`src/rtl/phy_init_pkg.sv`:
```
package phy_init_pkg;

  localparam int CR_AW      = 16;
  localparam int CR_DW      = 16;
  localparam int NUM_FIXUPS = 5;
  localparam int STEP_W     = 3;

  // local register field positions (consumed by the PHY, so fixed)
  localparam int MODE_LSB  = 5;
  localparam int MODE_W    = 2;
  localparam int BOOST_LSB = 18;
  localparam int BOOST_W   = 3;
  localparam int BOOST_VAL = 4;
  localparam int LOSB_LSB  = 21;
  localparam int LOSB_W    = 3;
  localparam int LOSB_VAL  = 4;
  localparam int LOSL_LSB  = 16;
  localparam int LOSL_W    = 5;
  localparam int LOSL_VAL  = 9;

  typedef enum logic [3:0] {
    ST_IDLE,
    ST_RST,
    ST_MODE,
    ST_RD_ISSUE,
    ST_RD_WAIT,
    ST_WR_ISSUE,
    ST_WR_WAIT,
    ST_LOCAL,
    ST_DONE,
    ST_ERR
  } seq_state_e;

  typedef struct packed {
    logic [CR_AW-1:0] addr;
    logic [CR_DW-1:0] clr;
    logic [CR_DW-1:0] set;
  } fixup_t;

  // ordered fixup list: address, bits to clear, bits to set
  function automatic fixup_t fixup_at(input logic [STEP_W-1:0] idx);
    fixup_t f;
    case (idx)
      3'd0:    f = '{addr: 16'h102D, clr: 16'h0000, set: 16'h0080};
      3'd1:    f = '{addr: 16'h1010, clr: 16'h0FF0, set: 16'h0014};
      3'd2:    f = '{addr: 16'h1006, clr: 16'h0740, set: 16'h0B80};
      3'd3:    f = '{addr: 16'h1002, clr: 16'h3FFF, set: 16'h4B7F};
      3'd4:    f = '{addr: 16'h0030, clr: 16'h00F0, set: 16'h0080};
      default: f = '{addr: 16'h0000, clr: 16'h0000, set: 16'h0000};
    endcase
    return f;
  endfunction

  function automatic logic [CR_DW-1:0] apply_fixup(input fixup_t f,
                                                   input logic [CR_DW-1:0] rd);
    return (rd & ~f.clr) | f.set;
  endfunction

endpackage

```
`src/rtl/phy_init_rst_timer.sv`:
```
module phy_init_rst_timer #(
  parameter int CYCLES = 50
) (
  input  logic clk,
  input  logic rst_n,
  input  logic load,
  input  logic run,
  output logic expired
);
  localparam int CNT_W = (CYCLES < 2) ? 1 : $clog2(CYCLES);
  localparam logic [CNT_W-1:0] LOAD_VAL = CNT_W'(CYCLES - 1);

  logic [CNT_W-1:0] cnt_q, cnt_d;
  logic             cnt_en;

  always_comb begin
    cnt_en = 1'b0;
    cnt_d  = cnt_q;
    if (load) begin
      cnt_en = 1'b1;
      cnt_d  = LOAD_VAL;
    end else if (run && (cnt_q != '0)) begin
      cnt_en = 1'b1;
      cnt_d  = cnt_q - 1'b1;
    end
  end

  always_ff @(posedge clk or negedge rst_n) begin
    if (!rst_n)      cnt_q <= '0;
    else if (cnt_en) cnt_q <= cnt_d;
  end

  assign expired = (cnt_q == '0);

  // the hold counter never exceeds its load value
  p_cnt_bound_r1: assert property (@(posedge clk) disable iff (!rst_n)
    cnt_q <= LOAD_VAL);

  // a freshly loaded counter is not expired unless one cycle is asked for
  p_load_holds_r1: assert property (@(posedge clk) disable iff (!rst_n)
    load |=> (cnt_q == LOAD_VAL));

endmodule

```
`src/rtl/phy_init_cr_port.sv`:
```
module phy_init_cr_port
  import phy_init_pkg::*;
(
  input  logic             clk,
  input  logic             rst_n,
  input  logic             issue,
  input  logic             issue_write,
  input  logic [CR_AW-1:0] issue_addr,
  input  logic [CR_DW-1:0] issue_wdata,
  input  logic             rsp_done,
  input  logic             rsp_err,
  input  logic [CR_DW-1:0] rsp_rdata,
  output logic             cmd_valid,
  output logic             cmd_write,
  output logic [CR_AW-1:0] cmd_addr,
  output logic [CR_DW-1:0] cmd_wdata,
  output logic             resp_ok,
  output logic             resp_fail,
  output logic [CR_DW-1:0] rd_data
);
  logic             valid_q;
  logic             write_q;
  logic [CR_AW-1:0] addr_q;
  logic [CR_DW-1:0] wdata_q;
  logic             outst_q, outst_d;
  logic [CR_DW-1:0] rd_q;
  logic             accept;
  logic             rd_en;

  always_comb begin
    accept  = rsp_done && outst_q;
    rd_en   = accept && !write_q && !rsp_err;
    outst_d = outst_q;
    if (issue)       outst_d = 1'b1;
    else if (accept) outst_d = 1'b0;
  end

  always_ff @(posedge clk or negedge rst_n) begin
    if (!rst_n) begin
      valid_q <= 1'b0;
      outst_q <= 1'b0;
    end else begin
      valid_q <= issue;
      outst_q <= outst_d;
    end
  end

  always_ff @(posedge clk or negedge rst_n) begin
    if (!rst_n) begin
      write_q <= 1'b0;
      addr_q  <= '0;
      wdata_q <= '0;
    end else if (issue) begin
      write_q <= issue_write;
      addr_q  <= issue_addr;
      wdata_q <= issue_wdata;
    end
  end

  always_ff @(posedge clk or negedge rst_n) begin
    if (!rst_n)     rd_q <= '0;
    else if (rd_en) rd_q <= rsp_rdata;
  end

  assign cmd_valid = valid_q;
  assign cmd_write = write_q;
  assign cmd_addr  = addr_q;
  assign cmd_wdata = wdata_q;
  assign resp_ok   = accept && !rsp_err;
  assign resp_fail = accept && rsp_err;
  assign rd_data   = rd_q;

  // the controller never asks for a command while one is in flight
  p_issue_when_free_r11: assert property (@(posedge clk) disable iff (!rst_n)
    issue |-> !outst_q);

  // command fields stay put until the completion arrives
  p_hold_fields_r11: assert property (@(posedge clk) disable iff (!rst_n)
    (outst_q && !rsp_done) |=> ($stable(addr_q) && $stable(wdata_q) && $stable(write_q)));

  // no new strobe while the previous command is still outstanding
  p_no_overlap_r11: assert property (@(posedge clk) disable iff (!rst_n)
    (outst_q && !rsp_done) |=> !valid_q);

endmodule

```
`src/rtl/phy_init_local_regs.sv`:
```
module phy_init_local_regs
  import phy_init_pkg::*;
#(
  parameter int          LREG_W    = 32,
  parameter logic [31:0] MODE_RST  = 32'h0,
  parameter logic [31:0] LOS_RST   = 32'h0,
  parameter logic [31:0] BOOST_RST = 32'h0
) (
  input  logic              clk,
  input  logic              rst_n,
  input  logic              set_mode,
  input  logic              set_analog,
  output logic [LREG_W-1:0] mode_cfg,
  output logic [LREG_W-1:0] los_cfg,
  output logic [LREG_W-1:0] boost_cfg
);
  logic [LREG_W-1:0] mode_q,  mode_d;
  logic [LREG_W-1:0] los_q,   los_d;
  logic [LREG_W-1:0] boost_q, boost_d;

  always_comb begin
    mode_d  = mode_q;
    los_d   = los_q;
    boost_d = boost_q;
    mode_d[MODE_LSB +: MODE_W]   = '1;
    los_d[LOSB_LSB +: LOSB_W]    = LOSB_W'(LOSB_VAL);
    los_d[LOSL_LSB +: LOSL_W]    = LOSL_W'(LOSL_VAL);
    boost_d[BOOST_LSB +: BOOST_W] = BOOST_W'(BOOST_VAL);
  end

  always_ff @(posedge clk or negedge rst_n) begin
    if (!rst_n)        mode_q <= LREG_W'(MODE_RST);
    else if (set_mode) mode_q <= mode_d;
  end

  always_ff @(posedge clk or negedge rst_n) begin
    if (!rst_n) begin
      los_q   <= LREG_W'(LOS_RST);
      boost_q <= LREG_W'(BOOST_RST);
    end else if (set_analog) begin
      los_q   <= los_d;
      boost_q <= boost_d;
    end
  end

  assign mode_cfg  = mode_q;
  assign los_cfg   = los_q;
  assign boost_cfg = boost_q;

  // once written, the lane-mode field reads as USB3 until reset
  p_mode_sticky_r2: assert property (@(posedge clk) disable iff (!rst_n)
    (mode_q[MODE_LSB +: MODE_W] == '1) |=> (mode_q[MODE_LSB +: MODE_W] == '1));

endmodule

```
`src/rtl/phy_init_ctrl.sv`:
```
module phy_init_ctrl
  import phy_init_pkg::*;
(
  input  logic             clk,
  input  logic             rst_n,
  input  logic             start,
  input  logic             expired,
  input  logic             resp_ok,
  input  logic             resp_fail,
  input  logic [CR_DW-1:0] rd_data,
  output logic             tmr_load,
  output logic             tmr_run,
  output logic             issue,
  output logic             issue_write,
  output logic [CR_AW-1:0] issue_addr,
  output logic [CR_DW-1:0] issue_wdata,
  output logic             set_mode,
  output logic             set_analog,
  output logic             phy_rst,
  output logic             done,
  output logic             error
);
  localparam logic [STEP_W-1:0] LAST_STEP = STEP_W'(NUM_FIXUPS - 1);

  seq_state_e        state_q, state_d;
  logic [STEP_W-1:0] step_q, step_d;
  logic              step_en;
  logic              phy_rst_q, done_q, err_q;
  fixup_t            cur;

  always_comb begin
    cur         = fixup_at(step_q);
    issue_addr  = cur.addr;
    issue_wdata = apply_fixup(cur, rd_data);
  end

  always_comb begin
    state_d     = state_q;
    step_d      = step_q;
    step_en     = 1'b0;
    tmr_load    = 1'b0;
    tmr_run     = 1'b0;
    issue       = 1'b0;
    issue_write = 1'b0;
    set_mode    = 1'b0;
    set_analog  = 1'b0;
    case (state_q)
      ST_IDLE, ST_DONE, ST_ERR: begin
        if (start) begin
          state_d  = ST_RST;
          tmr_load = 1'b1;
        end
      end
      ST_RST: begin
        tmr_run = 1'b1;
        if (expired) state_d = ST_MODE;
      end
      ST_MODE: begin
        set_mode = 1'b1;
        step_d   = '0;
        step_en  = 1'b1;
        state_d  = ST_RD_ISSUE;
      end
      ST_RD_ISSUE: begin
        issue   = 1'b1;
        state_d = ST_RD_WAIT;
      end
      ST_RD_WAIT: begin
        if (resp_fail)    state_d = ST_ERR;
        else if (resp_ok) state_d = ST_WR_ISSUE;
      end
      ST_WR_ISSUE: begin
        issue       = 1'b1;
        issue_write = 1'b1;
        state_d     = ST_WR_WAIT;
      end
      ST_WR_WAIT: begin
        if (resp_fail) begin
          state_d = ST_ERR;
        end else if (resp_ok) begin
          if (step_q == LAST_STEP) begin
            state_d = ST_LOCAL;
          end else begin
            step_d  = step_q + 1'b1;
            step_en = 1'b1;
            state_d = ST_RD_ISSUE;
          end
        end
      end
      ST_LOCAL: begin
        set_analog = 1'b1;
        state_d    = ST_DONE;
      end
      default: state_d = ST_IDLE;
    endcase
  end

  always_ff @(posedge clk or negedge rst_n) begin
    if (!rst_n) begin
      state_q   <= ST_IDLE;
      phy_rst_q <= 1'b0;
      done_q    <= 1'b0;
      err_q     <= 1'b0;
    end else begin
      state_q   <= state_d;
      phy_rst_q <= (state_d == ST_RST);
      done_q    <= (state_d == ST_DONE);
      err_q     <= (state_d == ST_ERR);
    end
  end

  always_ff @(posedge clk or negedge rst_n) begin
    if (!rst_n)       step_q <= '0;
    else if (step_en) step_q <= step_d;
  end

  assign phy_rst = phy_rst_q;
  assign done    = done_q;
  assign error   = err_q;

  // reset, finished and failed indications never overlap
  p_status_exclusive_r13: assert property (@(posedge clk) disable iff (!rst_n)
    $onehot0({phy_rst_q, done_q, err_q}));

  // a failed run stays failed and quiet until a new start
  p_err_sticky_r10: assert property (@(posedge clk) disable iff (!rst_n)
    (err_q && !start) |=> (err_q && !issue));

  // start has no effect while the run is in progress
  p_busy_ignores_start_r13: assert property (@(posedge clk) disable iff (!rst_n)
    (start && !phy_rst_q && (state_q != ST_IDLE) && !done_q && !err_q) |=> !phy_rst_q);

  // the step index never runs past the list
  p_step_bound_r3: assert property (@(posedge clk) disable iff (!rst_n)
    step_q <= LAST_STEP);

endmodule

```
`src/rtl/phy_usb3_init_seq.sv`:
```
module phy_usb3_init_seq
  import phy_init_pkg::*;
#(
  parameter int          RST_CYCLES = 50,
  parameter int          LREG_W     = 32,
  parameter logic [31:0] MODE_RST   = 32'h0,
  parameter logic [31:0] LOS_RST    = 32'h0,
  parameter logic [31:0] BOOST_RST  = 32'h0
) (
  input  logic              clk,
  input  logic              rst_n,
  input  logic              start,
  output logic              phy_rst,
  output logic              cmd_valid,
  output logic              cmd_write,
  output logic [CR_AW-1:0]  cmd_addr,
  output logic [CR_DW-1:0]  cmd_wdata,
  input  logic              rsp_done,
  input  logic              rsp_err,
  input  logic [CR_DW-1:0]  rsp_rdata,
  output logic [LREG_W-1:0] mode_cfg,
  output logic [LREG_W-1:0] los_cfg,
  output logic [LREG_W-1:0] boost_cfg,
  output logic              done,
  output logic              error
);
  logic             rst_meta_q, rst_sync_q;
  logic             tmr_load, tmr_run, expired;
  logic             issue, issue_write;
  logic [CR_AW-1:0] issue_addr;
  logic [CR_DW-1:0] issue_wdata;
  logic             resp_ok, resp_fail;
  logic [CR_DW-1:0] rd_data;
  logic             set_mode, set_analog;

  // asynchronous assert, synchronous release
  always_ff @(posedge clk or negedge rst_n) begin
    if (!rst_n) begin
      rst_meta_q <= 1'b0;
      rst_sync_q <= 1'b0;
    end else begin
      rst_meta_q <= 1'b1;
      rst_sync_q <= rst_meta_q;
    end
  end

  phy_init_rst_timer #(.CYCLES(RST_CYCLES)) u_timer (
    .clk     (clk),
    .rst_n   (rst_sync_q),
    .load    (tmr_load),
    .run     (tmr_run),
    .expired (expired)
  );

  phy_init_ctrl u_ctrl (
    .clk         (clk),
    .rst_n       (rst_sync_q),
    .start       (start),
    .expired     (expired),
    .resp_ok     (resp_ok),
    .resp_fail   (resp_fail),
    .rd_data     (rd_data),
    .tmr_load    (tmr_load),
    .tmr_run     (tmr_run),
    .issue       (issue),
    .issue_write (issue_write),
    .issue_addr  (issue_addr),
    .issue_wdata (issue_wdata),
    .set_mode    (set_mode),
    .set_analog  (set_analog),
    .phy_rst     (phy_rst),
    .done        (done),
    .error       (error)
  );

  phy_init_cr_port u_port (
    .clk         (clk),
    .rst_n       (rst_sync_q),
    .issue       (issue),
    .issue_write (issue_write),
    .issue_addr  (issue_addr),
    .issue_wdata (issue_wdata),
    .rsp_done    (rsp_done),
    .rsp_err     (rsp_err),
    .rsp_rdata   (rsp_rdata),
    .cmd_valid   (cmd_valid),
    .cmd_write   (cmd_write),
    .cmd_addr    (cmd_addr),
    .cmd_wdata   (cmd_wdata),
    .resp_ok     (resp_ok),
    .resp_fail   (resp_fail),
    .rd_data     (rd_data)
  );

  phy_init_local_regs #(
    .LREG_W    (LREG_W),
    .MODE_RST  (MODE_RST),
    .LOS_RST   (LOS_RST),
    .BOOST_RST (BOOST_RST)
  ) u_lregs (
    .clk        (clk),
    .rst_n      (rst_sync_q),
    .set_mode   (set_mode),
    .set_analog (set_analog),
    .mode_cfg   (mode_cfg),
    .los_cfg    (los_cfg),
    .boost_cfg  (boost_cfg)
  );

  // the PHY is never addressed while it is held in reset
  p_no_cmd_in_reset_r2: assert property (@(posedge clk) disable iff (!rst_sync_q)
    phy_rst |-> !cmd_valid);

  // analog settings move only in the cycle that reports completion
  p_analog_at_end_r9: assert property (@(posedge clk) disable iff (!rst_sync_q)
    (!$stable(los_cfg) || !$stable(boost_cfg)) |-> done);

  // a failed run leaves no command strobe behind
  p_abort_quiet_r10: assert property (@(posedge clk) disable iff (!rst_sync_q)
    error |-> !cmd_valid);

endmodule

```
`config.mk`:
```
export PLATFORM = sky130hd
export DESIGN_NAME = phy_usb3_init_seq
export DESIGN_NICKNAME = d
export VERILOG_FILES = /design/src/rtl/phy_init_pkg.sv /design/src/rtl/phy_init_rst_timer.sv /design/src/rtl/phy_init_cr_port.sv /design/src/rtl/phy_init_local_regs.sv /design/src/rtl/phy_init_ctrl.sv /design/src/rtl/phy_usb3_init_seq.sv
export SDC_FILE = /design/constraint.sdc
export NUM_CORES = 1
export LEC_CHECK = 0
export ABC_CLOCK_PERIOD_IN_PS = 3400
export BUFFER_PORTS_ARGS = -buffer_cell sky130_fd_sc_hd__buf_2
export CAP_MARGIN = 20
export CORE_MARGIN = 2
export CORE_UTILIZATION = 54
export CTS_CLUSTER_SIZE = 20
export DETAILED_ROUTE_END_ITERATION = 12
export PLACE_DENSITY = 0.95
export SLEW_MARGIN = 10
export SYNTH_ARGS = -nofsm -noshare
export SYNTH_HDL_FRONTEND = slang
export SYNTH_HIERARCHICAL = 1
export SYNTH_SLANG_ARGS = --single-unit
```
`constraint.sdc`:
```
create_clock -name clk -period 3.4 [get_ports clk]
set_input_delay 0.17 -clock clk [delete_from_list [all_inputs] [get_ports clk]]
set_output_delay 0.17 -clock clk [all_outputs]
set_load 0.01 [all_outputs]
```
==> results.md, run 1 <==
* CTS buffer count at 9
* Root buf cell: clkbuf_8
* Footprint of the multi-input gates at 1735 um2
* Crit-path max FO at 9
* Max-slew headroom at a little over a third
* Worst vdd ir at approximately 0.00057 V
* YS warnings at 6
* Skew-Pair Late Insertion Delay at ~360 ps
* N_diodes at 0
* Post-synth ARST share at 100.0%
* Post-Layout Cell Count at about 530
* Synthesis-to-layout area growth at 4.133%
* Setup Fix Bufs, Post-CTS at 0
* Vias in the first global route at around 2300
* Worst Path Class, Setup: reg2reg
* Crit end category: flop
* Initial antenna violation count at 0
* Clk buf depth at 2
* Ys flop type: dfrtp_1
* Hold Path Class: in2reg
* Sink Count at a little over 70
* Lkg Pwr at 0.002122 uW
* Worst Tran Pin Value at between 900 and 1000 ps
* CTS H-Tree Depth at 3
* Sequential share of the synthesized area at a little over two fifths
* Final Wtd Congestion at ~0.84
* Met3 Use GR at under 10%
* Hold Violations, Final at 0
* Mapped Cells at 367
* Initial Utilization at 56.04%
* Placed instance area at ~4000 um2
* Top Usage Layer GRT: met2
* Clock period minus worst slack at roughly 2400 ps
* Vias at about 2500
* Hold slack at approximately 40 ps
* #FFs+latches synth at 71
* Buffers added on ports at 63
* Clk_skew at between 9 and 10 ps
* Post-route ant nets at 0
* WL/cell at approximately 13 um
* Maxcap violations at 0
* Status: complete, no violations
* CTS tree: built
* Die Span Y at ~91 um
* # rows at 31
* Gr usage total at between 15 and 20%
* Die W at 90.99 um
* Grt ovf at 0
* Final Cell Area at 4255 um2
* Core area at roughly 7300 um2
* Setup_tns at 0 ps
* RSZ-0062 raised after global routing: false
* Fill cells at 600
* Most frequent cells in the layout: conb_1, dfrtp_1, buf_2
* Final Total Pwr at around 3800 uW
* Top-Level Pins at between 150 and 200
* Nets at ~450
* Drt drc at 0
* Seq. cell area at approximately 1800 um2
* Met1 usage in global routing at 19.65%
* Share of cells above drive strength 1 at around 33%
* Worst Path Arrival at roughly 2700 ps
* Hpwl dp at just over 5000 um
* Crit start category: flop
* Slew Limit Fails at 0
* Post-Syn Area at between 4000 and 5000 um2
* TritonRoute pass-1 iters at 4
* Yosys cell types at 57
* GR Util met2 at ~29%
* Fin crit share at a little over two thirds
* Mean post-synth cell area at roughly 11 um2
* Placed insts at a little over 500
* Post-synth EDFFs at 0
* Post-Route WL at 6980 um
* Pwr dens at a little under 900 nW/um2
* Clock slew at reported path FFs at around 80 ps
* Pin count of the biggest net entering global routing at around 50
* Global-route wire length before repair at ~11000 um
* DRT iter0 DRCs at roughly 130
* Via density at 4.679
* Die Footprint at slightly above 8000 um2
* Commonest non-fill, non-tap cell in the layout: conb_1
* Fmax at between 0.4 and 0.5 GHz
* Final setup viols at 0
* Critical Path RT at 3690 ps
[final timing paths]
check                                       startpoint                               to  slack (ps)  depth (start not counted)
max                        u_ctrl/state_q[3]$_DFF_PN0_     u_timer/cnt_q[3]$_DFFE_PN0P_        1040                          5
min in group asynchronous                        rst_n             rst_meta_q$_DFF_PN0_         130                          2
min reg2reg                       rst_sync_q$_DFF_PN0_    u_port/rd_data[9]$_DFFE_PN0P_         280                          0
max in group asynchronous         rst_sync_q$_DFF_PN0_  u_port/cmd_addr[14]$_DFFE_PN0P_        2420                          1
max reg2reg                u_ctrl/state_q[3]$_DFF_PN0_     u_timer/cnt_q[3]$_DFFE_PN0P_        1040                          5
min                                      rsp_rdata[13]   u_port/rd_data[13]$_DFFE_PN0P_          40                          2
[final cells by class]
type                       count  area share, %
sequential                    71          41.78
clock inverter                 6          1.647
timing repair buffer          66          8.468
clock buffer                  10          2.999
multi-input combinational    259          40.78
inverter                      16          1.411
tap                           99          2.911
[state kept, by name, indices dropped and copies added, names as in the netlist, 3 cells and up]
register and count:
u_port/cmd_wdata 16, u_ctrl/step_q 3, u_ctrl/state_q 4, u_port/rd_data 16, u_timer/cnt_q 6, u_port/cmd_addr 16
[synthesized netlist by cell type, drive strengths merged, types with 2 or more instances]
cell | instances | area (um2)
a211o | 2 | 17.52
o211ai | 2 | 15.01
mux2i | 2 | 20.02
nand3 | 2 | 10.01
nor2b | 6 | 37.54
nand2b | 5 | 41.29
clkbuf | 2 | 7.510
nor2 | 16 | 60.06
ha | 7 | 87.58
o21ai | 4 | 20.02
or3 | 2 | 12.51
nor3 | 8 | 40.04
o21bai | 3 | 22.52
nor4 | 2 | 12.51
conb | 3 | 11.26
mux2 | 49 | 589.3
and3 | 2 | 13.77
a311oi | 2 | 35.04
dfrtp | 71 | 1777
buf | 116 | 878.3
inv | 16 | 60.06
a21oi | 6 | 33.78
or2 | 8 | 50.05
nand2 | 6 | 22.52
a21o | 5 | 37.54
[critical path, stage by stage (launching register included)]
cell and delay, ps:
dfrtp_1 470, nand2b_2 270, nor3_1 600, or4b_1 540
a211o_1 300, a21oi_2 110
[through the flow]
| step | worst slack, ps | utilization, % |
|---|---|---|
| floorplan | 1276 | - |
| global route | 943.2 | 58.36 |
| global placement | 1211 | 55.13 |
| finish | 1039 | 58.36 |
| detailed placement | 1114 | 55.13 |
| CTS | 1095 | 57.98 |
[logic make-up after synthesis]
kind of cell | Yosys count | synth area share, %
mux | 51 | 14.91
xor+xnor | 1 | 0.2144
simple gates | 64 | 8.880
other cells | 3 | 0.2755
fa+ha+maj | 7 | 2.143
buf+inv | 134 | 23.15
flops | 71 | 43.48
compound gates | 36 | 6.951
[where the power goes]
| group | internal (uW) | switching [uW] | leakage (uW) |
|---|---|---|---|
| sequential | 1220 | 258 | 0.000850 |
| clock | 342 | 342 | 0.0000891 |
| combinational | 830 | 811 | 0.00118 |
| total | 2390 | 1410 | 0.00212 |
[repair_timing]
| item | in CTS | in global routing |
|---|---|---|
| hold endpoints to repair | 2 | 0 |
| hold buffers | 1 | 0 |
| resized for setup | 0 | 0 |
[per-layer routing]
| metal | vias up | wire (um) |
|---|---|---|
| met5 | - | 0 |
| met4 | 0 | 144 |
| met3 | 14 | 555 |
| met2 | 111 | 3531 |
| met1 | 1207 | 2749 |
| li1 | 1134 | - |
No activity file was read; power rests on OpenSTA's default activity.
==> run 2: changes to the inputs <==
ABC_CLOCK_PERIOD_IN_PS = 2000   (was 3400)
CORE_UTILIZATION = 45   (was 54)
PLACE_DENSITY = 0.86   (was 0.95)
clock period = 2 ns   (was 3.4 ns; I/O delays follow)
==> run 2 against run 1 <==
  * Total power is 70% higher
  * Largest cell class unchanged
  * Die area increased by 19%
  * First-iteration DRC count decreased by 34%
  * Sequential share of layout area down 1.8 points
  * Clock skew barely moved
  * Sequential power rose by 68%
  * Final cell count up 6.1%
  * Combinational power rose by 80%
  * Worst hold slack better by 22 ps
  * Critical path depth unchanged
  * Worst setup slack got worse by 900 ps
  * Core utilization down 7.6 points
==> results.md, run 2 (same netlist as run 1, synthesis figures left out) <==
* Clock period minus worst slack at 1860 ps
* Nets at about 470
* Crit-path max FO at 8
* Critical Path Slowest Stage Cell: dfrtp_1
* Worst Path Class, Setup: reg2reg
* Crit end category: flop
* Max-slew headroom at roughly three fifths
* Final setup viols at 0
* Footprint of the multi-input gates at 1735 um2
* Synthesis-to-layout area growth at 8.818%
* Fin crit share at approximately 93%
* Share of cells above drive strength 1 at 32.82%
* WL met1 at approximately 2900 um
* Final Worst Setup Slack at ~140 ps
* Pwr dens at 1452 nW/um2
* WL/cell at 13.24 um
* Initial antenna violation count at 0
* Gr usage total at between 10% and 20%
* Grt ovf at 0
* Vias in the first global route at around 2500
* Global-route wire length before repair at ~12000 um
* Slew Limit Fails at 0
* Pre-CTS setup slack at 175.2 ps
* Post-route ant nets at 0
* Dominant delay contributor by cell family on the critical path: simple AND/OR/NAND/NOR gates
* Skew-Pair Late Insertion Delay at 340 ps
* Crit start category: flop
* CTS buffer count at 9
* Hold Path Class: in2async
* Root buf cell: clkbuf_8
* Core area at between 8000 and 9000 um2
* Seq. cell area at approximately 1800 um2
* Drt drc at 0
* Lkg Pwr at approximately 0.0022 uW
* Commonest non-fill, non-tap cell in the layout: conb_1
* CP max stage delay at 510 ps
* Setup_tns at 0 ps
* Clock slew at reported path FFs at about 80 ps
* Final Wtd Congestion at approximately 0.94
* Maxcap violations at 0
* CTS H-Tree Depth at 3
* Max Used Layer: met4
* Top-Level Pins at 154
* Die W at slightly below 100 um
* Die Span Y at roughly 99 um
* Clk buf depth at 2
* # hold bufs at CTS at 17
* Status: complete, no violations
* Hpwl dp at roughly 5400 um
* CTS resizes at 0
* Routed length on met2 at between 3000 and 4000 um
* Critical Path RT at 2270 ps
* Hold Violations, Final at 0
* WP buf/inv at 0
* Worst vdd ir at between 0.0008 and 0.0009 V
* Hold slack at a little over 60 ps
* Vias at 2568
* WL met3 at between 500 and 600 um
* # rows at 34
* Post-Route WL at roughly 7400 um
* Fmax at 0.5375 GHz
* RSZ-0062 raised after global routing: false
* Buffers added on ports at 63
* Die Footprint at 9860 um2
* TritonRoute pass-1 iters at 4
* CTS tree: built
* Fill cells at 733
* Most frequent cells in the layout: conb_1, dfrtp_1, buf_2
* Sink Count at 71
* Pin count of the biggest net entering global routing at 29
* Clk_skew at between 9 and 10 ps
* CP cell instances: nand2b_2 > nor3_1 > or4b_1 > a211o_1 > a21oi_2
* DRT iter0 DRCs at 89
* N_diodes at 0
* Worst Path Arrival at ~2100 ps
* Via density at 4.594
* Final Total Pwr at about 6500 uW
* Setup Fix Bufs, Post-CTS at 0
* Worst Tran Pin Value at slightly above 600 ps
* Initial Utilization at 46.63%
run 2: cell types whose count changed in the layout (fill, tap and decap cells not counted), sizes merged:
cell	previous run	this run
bufinv	1	0
inv	17	18
dlygate4sd3	1	17
buf	65	72
run 2: stage by stage:
stage                     util [%]  cells  cell area [um2]
after floorplan                  -    464             4452
after global placement       46.83    526             4104
after detailed placement     46.83    526             4104
after CTS                    50.74    559             4447
after global routing         50.74    559             4447
final                        50.74    559             4447
run 2: per-layer routing:
metal  track usage, %  vias to the layer above
met5                0                        -
met3            5.692                        9
met2            26.25                      119
met1            18.34                     1255
met4            4.742                        0
li1                 -                     1185
run 2: area by class of cell:
type / count / share of cell area [%]
flip-flops and latches: 71 / 39.98
multi-input cells: 259 / 39.03
repair buffers: 89 / 12.72
well taps: 108 / 3.039
clock buffers: 10 / 2.870
inverters: 16 / 1.351
clock inverters: 6 / 1.013
run 2: worst paths after layout:
| check | startpoint | endpoint | slack, ps | cells past startpoint |
|---|---|---|---|---|
| worst max-delay path | u_ctrl/state_q[0]$_DFF_PN0_ | u_timer/cnt_q[3]$_DFFE_PN0P_ | 140 | 5 |
| worst min-delay path | rst_n | rst_meta_q$_DFF_PN0_ | 60 | 2 |
| worst max register to register | u_ctrl/state_q[0]$_DFF_PN0_ | u_timer/cnt_q[3]$_DFFE_PN0P_ | 140 | 5 |
| worst min register to register | rst_sync_q$_DFF_PN0_ | u_port/cmd_wdata[4]$_DFFE_PN0P_ | 290 | 0 |
| max in group asynchronous | rst_sync_q$_DFF_PN0_ | u_port/cmd_addr[14]$_DFFE_PN0P_ | 1110 | 1 |
| min in group clk | rsp_done | u_port/outst_q$_DFFE_PN0P_ | 60 | 3 |
run 2: where the power goes:
part / internal (uW) / total (uW) / switching [uW]
sequential: 2080 / 2490 / 416
clock: 456 / 1010 / 552
combinational: 1490 / 2960 / 1470
total: 4020 / 6460 / 2440
==> run 3: changes to the inputs <==
CTS_CLUSTER_DIAMETER = 120   (was default)
PLACE_DENSITY = 0.77   (was 0.86)
SLEW_MARGIN = default   (was 10)
==> run 3 against run 2 <==
  * Register-to-register slack worse by 20 ps
  * Design area is 0.48% higher
  * Combinational power hardly changed
  * First-iteration DRC count is 30% lower
  * Clock-buffer cell count is 1 higher
  * Sequential power hardly changed
  * Maximum frequency is 1.1% lower
  * Final cell count is 0.72% lower
  * Largest power group unchanged
==> results.md, run 3 (same netlist as run 1, synthesis figures left out) <==
* Sink Count at 71
* Maxcap violations at 0
* TritonRoute pass-1 iters at 5
* Synthesis-to-layout area growth at 9.339%
* Clock period minus worst slack at around 1900 ps
* Core area at roughly 8800 um2
* CTS H-Tree Depth at 3
* Slew Limit Fails at 0
* Crit end category: flop
* WL/cell at ~13 um
* Pin count of the biggest net entering global routing at 70
* Crit-path max FO at 8
* Commonest non-fill, non-tap cell in the layout: conb_1
* Lkg Pwr at approximately 0.0022 uW
* Fmax at 0.5315 GHz
* Root buf cell: clkbuf_8
* Switching Share at a little over a third
* Global-route wire length before repair at about 12000 um
* Hold slack at 53.14 ps
* Post-route ant nets at 0
* Buffers added on ports at 63
* Worst Path Class, Setup: reg2reg
* DRT iter0 DRCs at 62
* Clk_skew at around 14 ps
* Initial antenna violation count at 0
* Net switching power at approximately 2400 uW
* Vias at around 2500
* Fin crit share at a little over nine tenths
* Top-Level Pins at roughly 150
* Skew-Pair Late Insertion Delay at 350 ps
* Post-Route WL at 7314 um
* Initial Utilization at 46.63%
* Most frequent cells in the layout: conb_1, dfrtp_1, buf_2
* Die Span Y at about 99 um
* Worst Path Arrival at approximately 2200 ps
* Nets at roughly 470
* Final Util at slightly above 50%
* Post-Layout Cell Count at around 560
* Via density at around 4.6
* Placed insts at around 520
* Grt ovf at 0
* Hold Path Class: in2async
* Combinational power share at about 45%
* Drt drc at 0
* Clk buf depth at 2
* Setup_tns at 0 ps
* # rows at 34
* N_diodes at 0
* Clock slew at reported path FFs at around 80 ps
* Crit start category: flop
* Final Total Pwr at around 6600 uW
* Die W at around 100 um
* CTS buffer count at 9
* Critical Path RT at ~2300 ps
* Final Wtd Congestion at between 0.8 and 0.9
* Vias in the first global route at around 2400
* CTS tree: built
* Gr usage total at around 15%
* Hpwl dp at 5167 um
* Die Footprint at 9860 um2
* Share of cells above drive strength 1 at a little under a third
* Status: complete, no violations
* Final setup viols at 0
* Worst vdd ir at between 0.0007 and 0.0008 V
* Pwr dens at approximately 1500 nW/um2
* Clock power frac at between 10% and 20%
* Hold Violations, Final at 0
* Flop pwr share at between 30% and 40%
* RSZ-0062 raised after global routing: false
* CTS resizes at 0
* Int Power at between 4000 and 5000 uW
run 3: cell types whose count changed in the layout (fill, tap and decap cells not counted), sizes merged:
cell	delta
buf	-3
bufinv	+2
clkinvlp	-2
inv	-2
clkbuf	+1
run 3: final timing paths:
path,startpoint,endpoint,slack [ps],depth (start not counted)
hold reg to reg,rst_sync_q$_DFF_PN0_,u_port/cmd_addr[6]$_DFFE_PN0P_,280,1
min in group clk,rsp_done,u_port/outst_q$_DFFE_PN0P_,50,3
max in group asynchronous,rst_sync_q$_DFF_PN0_,u_port/cmd_addr[13]$_DFFE_PN0P_,1420,1
setup / recovery,u_ctrl/state_q[0]$_DFF_PN0_,u_timer/cnt_q[3]$_DFFE_PN0P_,120,5
setup reg to reg,u_ctrl/state_q[0]$_DFF_PN0_,u_timer/cnt_q[3]$_DFFE_PN0P_,120,5
hold / removal,rst_n,rst_sync_q$_DFF_PN0_,50,2
run 3: through the flow:
| step | area [um2] | worst slack [ps] |
|---|---|---|
| 2_1_floorplan | 4452 | 164.9 |
| 3_3_place_gp | 4094 | 260.1 |
| 3_5_place_dp | 4094 | 145.5 |
| 4_1_cts | 4468 | 133.6 |
| 5_1_grt | 4468 | 2.723 |
| 6_report | 4468 | 118.4 |
run 3: power by group through the flow:
stage | Clock [uW] | Sequential [uW] | Combinational (uW)
detailed placement | 0 | 2500 | 2960
global placement | 0 | 2460 | 2840
finish | 1200 | 2490 | 2960
CTS | 1240 | 2480 | 2990
floorplan | 0 | 2570 | 2230
global route | 1290 | 2570 | 3250
run 3: final cells by class:
| class | instances | area (um2) |
|---|---|---|
| clock buffer | 11 | 131.4 |
| sequential | 71 | 1778 |
| inverter | 16 | 60.06 |
| tap | 108 | 135.1 |
| clock inverter | 4 | 72.57 |
| multi-input combinational | 259 | 1735 |
| timing repair buffer | 86 | 555.5 |
| fill | 748 | 4295 |
run 3: layer usage:
layer  up-vias  routed length [um]  GRT usage (%)
met4         0                 112          5.796
met3        13                 616          5.341
met1      1216                2928          17.58
met5         -                   0              0
met2       115                3657          24.84
li1       1182                   -              -
run 3: critical path, cell delays in order (launching register included):
cell and delay [ps]:
dfrtp_1 510, nand2b_2 160, nor3_1 230, or4b_1 490, a211o_1 300, a21oi_2 110
run 3: timing repair:
action | CTS | global route
hold endpoints to repair | 18 | 0
hold buffers | 17 | 0
buffers inserted | 0 | 0
setup endpoints to repair | 0 | 0
